`src/rtl/tmr_pkg.sv`:
```
package tmr_pkg;
    localparam int unsigned DW = 32;
    localparam logic [7:0] A_COUNT  = 8'h00;
    localparam logic [7:0] A_MATCH0 = 8'h08;
    localparam logic [7:0] A_IEN    = 8'h24;
    localparam logic [7:0] A_WDEN   = 8'h28;
    localparam logic [7:0] A_LATCH  = 8'h30;
    localparam logic [7:0] A_SNAP   = 8'h34;
    localparam logic [7:0] A_STAT   = 8'h38;
endpackage

```
`src/rtl/tmr_tick_gen.sv`:
```
module tmr_tick_gen #(
    parameter int unsigned DIV = 200
) (
    input  logic clk,
    input  logic rst_n,
    output logic tick_o
);
    localparam int unsigned PW = (DIV > 1) ? $clog2(DIV) : 1;
    localparam logic [PW-1:0] LAST = PW'(DIV - 1);

    typedef struct packed {
        logic [PW-1:0] pre;
    } st_t;

    st_t s_d, s_q;

    always_comb begin
        s_d = s_q;
        if (s_q.pre == LAST) s_d.pre = '0;
        else                 s_d.pre = s_q.pre + 1'b1;
    end

    always_ff @(posedge clk or negedge rst_n) begin
        if (!rst_n) s_q <= '0;
        else        s_q <= s_d;
    end

    assign tick_o = (s_q.pre == LAST);
endmodule

```
`src/rtl/tmr_cmp_chan.sv`:
```
module tmr_cmp_chan #(
    parameter int unsigned W = 32
) (
    input  logic         tick_i,
    input  logic [W-1:0] count_i,
    input  logic [W-1:0] match_i,
    output logic         hit_o
);
    // exact equality: wrap-around comes for free with modulo-2^W sums
    assign hit_o = tick_i && (count_i == match_i);
endmodule

```
`src/rtl/tmr_rst_pulse.sv`:
```
module tmr_rst_pulse #(
    parameter int unsigned LEN = 16
) (
    input  logic clk,
    input  logic rst_n,
    input  logic trig_i,
    output logic req_o
);
    localparam int unsigned CW = $clog2(LEN + 1);

    typedef struct packed {
        logic [CW-1:0] cnt;
    } st_t;

    st_t s_d, s_q;

    always_comb begin
        s_d = s_q;
        if (trig_i)             s_d.cnt = CW'(LEN);
        else if (s_q.cnt != '0) s_d.cnt = s_q.cnt - 1'b1;
    end

    always_ff @(posedge clk or negedge rst_n) begin
        if (!rst_n) s_q <= '0;
        else        s_q <= s_d;
    end

    assign req_o = (s_q.cnt != '0);

    // a request starts only from a trigger and lasts past its first cycle
    assert_pulse_src_R9: assert property (@(posedge clk) disable iff (!rst_n)
        $rose(req_o) |-> $past(trig_i));
    assert_pulse_hold_R9: assert property (@(posedge clk) disable iff (!rst_n)
        $rose(req_o) |=> req_o);
endmodule

```
`src/rtl/tmr_wdog_top.sv`:
```
module tmr_wdog_top
    import tmr_pkg::*;
#(
    parameter int unsigned PRESC_DIV = 200,
    parameter int unsigned NCH       = 6,
    parameter int unsigned WDOG_CH   = NCH - 1,
    parameter int unsigned RST_LEN   = 16,
    parameter int unsigned AW        = 8
) (
    input  logic          clk,
    input  logic          rst_n,
    input  logic          reg_wen,
    input  logic [AW-1:0] reg_addr,
    input  logic [31:0]   reg_wdata,
    output logic [31:0]   reg_rdata,
    output logic          irq_o,
    output logic          wdog_rst_o
);
    localparam logic [AW-1:0] AD_COUNT = AW'(A_COUNT);
    localparam logic [AW-1:0] AD_IEN   = AW'(A_IEN);
    localparam logic [AW-1:0] AD_WDEN  = AW'(A_WDEN);
    localparam logic [AW-1:0] AD_LATCH = AW'(A_LATCH);
    localparam logic [AW-1:0] AD_SNAP  = AW'(A_SNAP);
    localparam logic [AW-1:0] AD_STAT  = AW'(A_STAT);

    typedef struct packed {
        logic [DW-1:0]          count;
        logic [DW-1:0]          snap;
        logic [NCH-1:0][DW-1:0] match;
        logic [NCH-1:0]         ien;
        logic [NCH-1:0]         stat;
        logic                   wden;
    } st_t;

    st_t            s_d, s_q;
    logic           tick;
    logic [NCH-1:0] hit;
    logic           wd_trig;

    tmr_tick_gen #(.DIV(PRESC_DIV)) u_tick (
        .clk    (clk),
        .rst_n  (rst_n),
        .tick_o (tick)
    );

    for (genvar g = 0; g < NCH; g++) begin : g_cmp
        tmr_cmp_chan #(.W(DW)) u_cmp (
            .tick_i  (tick),
            .count_i (s_q.count),
            .match_i (s_q.match[g]),
            .hit_o   (hit[g])
        );
    end

    assign wd_trig = hit[WDOG_CH] && s_q.ien[WDOG_CH] && s_q.wden;

    tmr_rst_pulse #(.LEN(RST_LEN)) u_pulse (
        .clk    (clk),
        .rst_n  (rst_n),
        .trig_i (wd_trig),
        .req_o  (wdog_rst_o)
    );

    always_comb begin
        s_d = s_q;
        if (tick) s_d.count = s_q.count + 1'b1;
        if (reg_wen) begin
            for (int i = 0; i < NCH; i++) begin
                if (reg_addr == AW'(int'(A_MATCH0) + 4 * i)) s_d.match[i] = reg_wdata;
            end
            if (reg_addr == AD_IEN)  s_d.ien  = reg_wdata[NCH-1:0];
            if (reg_addr == AD_WDEN) s_d.wden = reg_wdata[0];
            if (reg_addr == AD_LATCH && reg_wdata[0]) s_d.snap = s_q.count;
            if (reg_addr == AD_STAT) s_d.stat = s_q.stat & ~reg_wdata[NCH-1:0];
        end
        // a new match wins over a clear in the same cycle
        s_d.stat = s_d.stat | hit;
    end

    always_ff @(posedge clk or negedge rst_n) begin
        if (!rst_n) begin
            s_q       <= '0;
            s_q.match <= '1;
        end else begin
            s_q <= s_d;
        end
    end

    always_comb begin
        reg_rdata = '0;
        if (reg_addr == AD_COUNT) reg_rdata = s_q.count;
        for (int i = 0; i < NCH; i++) begin
            if (reg_addr == AW'(int'(A_MATCH0) + 4 * i)) reg_rdata = s_q.match[i];
        end
        if (reg_addr == AD_IEN)  reg_rdata = 32'(s_q.ien);
        if (reg_addr == AD_WDEN) reg_rdata = 32'(s_q.wden);
        if (reg_addr == AD_SNAP) reg_rdata = s_q.snap;
        if (reg_addr == AD_STAT) reg_rdata = 32'(s_q.stat);
    end

    assign irq_o = |(s_q.stat & s_q.ien);

    // the counter only moves on a prescaler tick
    assert_count_hold_R2: assert property (@(posedge clk) disable iff (!rst_n)
        !tick |=> $stable(s_q.count));
    // snapshot only changes on a trigger write
    assert_snap_hold_R3: assert property (@(posedge clk) disable iff (!rst_n)
        !(reg_wen && reg_addr == AD_LATCH) |=> $stable(s_q.snap));
    // without a status write no bit ever drops
    assert_stat_sticky_R6: assert property (@(posedge clk) disable iff (!rst_n)
        !(reg_wen && reg_addr == AD_STAT) |=> ((s_q.stat & $past(s_q.stat)) == $past(s_q.stat)));
    // an interrupt needs at least one enable
    assert_irq_needs_en_R8: assert property (@(posedge clk) disable iff (!rst_n)
        irq_o |-> (s_q.ien != '0));
    // a reset request needs both enables
    assert_rst_gate_R10: assert property (@(posedge clk) disable iff (!rst_n)
        $rose(wdog_rst_o) |-> $past(s_q.wden && s_q.ien[WDOG_CH]));
endmodule

```
`config.mk`:
```
export PLATFORM = sky130hd
export DESIGN_NAME = tmr_wdog_top
export DESIGN_NICKNAME = d
export VERILOG_FILES = /design/src/rtl/tmr_pkg.sv /design/src/rtl/tmr_tick_gen.sv /design/src/rtl/tmr_cmp_chan.sv /design/src/rtl/tmr_rst_pulse.sv /design/src/rtl/tmr_wdog_top.sv
export SDC_FILE = /design/constraint.sdc
export NUM_CORES = 1
export LEC_CHECK = 0
export ABC_AREA = 1
export CORE_AREA = 2 2 209 191
export DETAILED_ROUTE_END_ITERATION = 8
export DIE_AREA = 0 0 211 193
export GPL_TIMING_DRIVEN = 0
export SLEW_MARGIN = 20
export SYNTH_ARGS = -nofsm -noshare
export SYNTH_HDL_FRONTEND = slang
export SYNTH_HIERARCHICAL = 1
export SYNTH_SLANG_ARGS = --single-unit
```
`constraint.sdc`:
```
create_clock -name clk -period 2.5 [get_ports clk]
set_input_delay 0.5 -clock clk [delete_from_list [all_inputs] [get_ports clk]]
set_output_delay 0.5 -clock clk [all_outputs]
set_load 0.01 [all_outputs]
```
==> flow_summary.ini <==
[pwr]
power_density_nw_per_um2 = 509
pwr-share-clk_pct = 44.6
p_int_mw = 7.94
p_seq_share_pct = 46.9
p_comb_share_pct = 8.5
switching_share_pct = 26.3
p_leak_nw = 9.14
switchingPower_mw = 2.83
power_mw = 10.8
ir_worst_vdd_v = 0.000483

[floorplan]
core_um2 = 38800
ios = 77
start_util_pct = 43.2
rows = 69
die-area_um2 = 40700
fp.dieH_um = 193
die_w_um = 211

[critical_path]
path_buf_inv = 7
startpoint_type = input pin
end_kind = output pin
cp.arrival_ps = 2150
cp_slowest_cell = buf_8
r2r_cells = 13
worstReg2RegStart = u_tick/s_q[0]
crit_path_start = reg_addr[7]
path_class = in2out
crit_required_ps = 2000
cp.depth = 14
max_stage_delay_ps = 160
ff2ff_setup_slack_ps = 110
cp_max_fo = 7
crit_family = buffers and inverters
endpoint = reg_rdata[17]
r2r_end = s_q[257]
path_cells = buf_8, nor2_4, buf_6, nand3_4, buf_6, nor2_4, buf_8, buf_12, buf_12, a21oi_4, nand4_1, nand2_1, nand2_1, buf_2

[clock_tree]
cts_buffer_depth = 3
cts-buffers-inserted = 34
cts_max_level = 2
cts.clk_slew.worst_paths_ps = 60
worstSkewPairLatency_ps = 540
root_buffer = clkbuf_16
cts_num_sinks = 282
cts_tree = yes

[finish]
utilization_pct = 54.6
drive_gt1_share_pct = 23.8
area_delta_synth_final_pct = 26.4
fin_nets = 2651
design_area_um2 = 21200

[run_status]
outcome = finished with violations
violations = setup timing

[yosys]
synth_cell_types = 43
synthTopCellsByCount = nand2_1, inv_1, o21ai_0
synth-seq-cells = 282
ys_warn_count = 6
yosysMostFrequentCell = nand2_1
synth_top_cell_by_area = dfstp_2
synthCells = 2401
async_flop_share_pct = 100
synthTopCellsByArea = dfstp_2, nand2_1, dfrtp_1
synth_top_area_share_pct = 30.1
syn_area_um2 = 16700
ys_seq_area_share_pct = 43.6
synth-edff-count = 0
synthFlopType = dfstp_2
avgSynthCellArea_um2 = 6.97
synth_fp_nets = 2447

[timing]
setup_viol = 30
tightest_slew_ps = 966
finalMaxSlewViolations = 0
period_share_pct = 106
fmax_mhz = 377
hold_slack_ps = 296
slew-limit-headroom_pct = 35.6
min_period_ps = 2650
skew_ps = 15.4
rsz0062_at_grt = yes
hold_violations = 0
post-route-worst-setup-slack_ps = -155

[worst_hold_path]
min_path_type = in2reg

[global_route]
overflow = 0
grt_pass1_wl_um = 102000
grt_pass1_vias = 15769
grtUsageTotal_pct = 34.6
antenna_found_initial = 1
grt_max_degree = 90

[routing]
wl_per_cell_um = 22.4
viasPerCell = 5.31
dr.pass1.iters = 5
wl_um = 70000
drt_iter0_drc = 1724
via_count = 16606
route.detailed.drc = 0
antenna_left = 0

[placement]
dpl-instance-area_um2 = 18200
gp_congestion = 0.988
dpl.hpwl_um = 50900
io_buffers = 76

[run]
maxCapViolations = 0
[layout by cell type (no fill, tap or decap), drive strengths merged, types with 3 or more instances in the layout]
master,n
nand2,911
inv,362
o21ai,288
dfstp,192
nor2,180
buf,159
clkbuf,98
dfrtp,90
nand3,65
xor2,51
clkdlybuf4s50,34
nand4,33
xnor2,30
a21oi,28
nor3,27
or2,23
o211a,11
and3,10
o211ai,7
mux2,5
clkinv,5
o21bai,4
clkinvlp,3
nor4,3
ha,3
[logic make-up after synthesis]
group           share of synthesized area [%]
simple gates                             30.7
buf+inv                                  10.1
compound gates                           10.8
flops                                    43.6
xor+xnor                                 4.24
mux                                     0.336
fa+ha+maj                               0.224
[layer usage]
metal | vias to the layer above | GRT usage [%] | wire, um
met5 | - | 0 | 0
met2 | 716 | 54.0 | 30900
met3 | 119 | 4.83 | 5830
met1 | 7965 | 49.2 | 30700
met4 | 0 | 12.4 | 2620
li1 | 7806 | - | -
[what timing repair did]
action                     4_1_cts  5_1_grt
setup buffers                   60       25
pin swaps                       79       60
setup endpoints to repair       43       55
hold buffers                     1        0
resized for setup              432       88
gates cloned                     6        4
hold endpoints to repair        46        0
[stage by stage]
stage	instances	setup TNS [ps]	worst slack, ps
3_5_place_dp	2977	-100050	-1530
5_1_grt	3126	-4350	-200
4_1_cts	3103	-1790	-142
6_report	3127	-2260	-155
3_3_place_gp	2974	-2564590	-11300
2_1_floorplan	2401	0	364
[power by group through the flow]
stage | registers (mW) | logic, mW | clock network (mW)
finish | 5.05 | 0.915 | 4.80
global route | 5.07 | 1.03 | 5.05
CTS | 5.04 | 0.890 | 4.86
detailed placement | 5.10 | 0.839 | 0
global placement | 5.09 | 0.809 | 0
floorplan | 5.03 | 0.466 | 0
[area by class of cell]
type / instances / area, um^2
Fill cell: 3761 / 17600
Multi-Input combinational cell: 1684 / 8390
Sequential cell: 282 / 7360
Timing Repair Buffer: 169 / 1720
Inverter: 364 / 1440
Clock buffer: 54 / 997
Tap cell: 497 / 622
Buffer: 70 / 592
Clock inverter: 6 / 37.5
Antenna cell: 1 / 2.50
[state kept, by name, indices dropped and copies added, names as in the netlist]
name and flops:
s_q 269, u_tick/s_q 8, u_pulse/s_q 5
[how the worst min path moves through the flow]
stage | from | endpoint | slack, ps | cells past startpoint
after floorplan | rst_n | s_q[0] | 200 | 0
after global placement | u_pulse/s_q[0] | u_pulse/s_q[0] | 460 | 2
after global routing | reg_addr[7] | s_q[0] | 320 | 4
after CTS | reg_addr[7] | s_q[0] | 280 | 4
final | reg_addr[7] | s_q[0] | 300 | 4
after detailed placement | rst_n | u_pulse/s_q[2] | 430 | 1
[worst register-to-register path, delay by kind of cell, from the launching register on]
kind,cells,cell delay (ps)
buf+inv,2,210
xor+xnor,1,150
fa+ha+maj,1,190
flops,1,370
simple gates,9,1400
No activity file was read; power rests on OpenSTA's default activity.
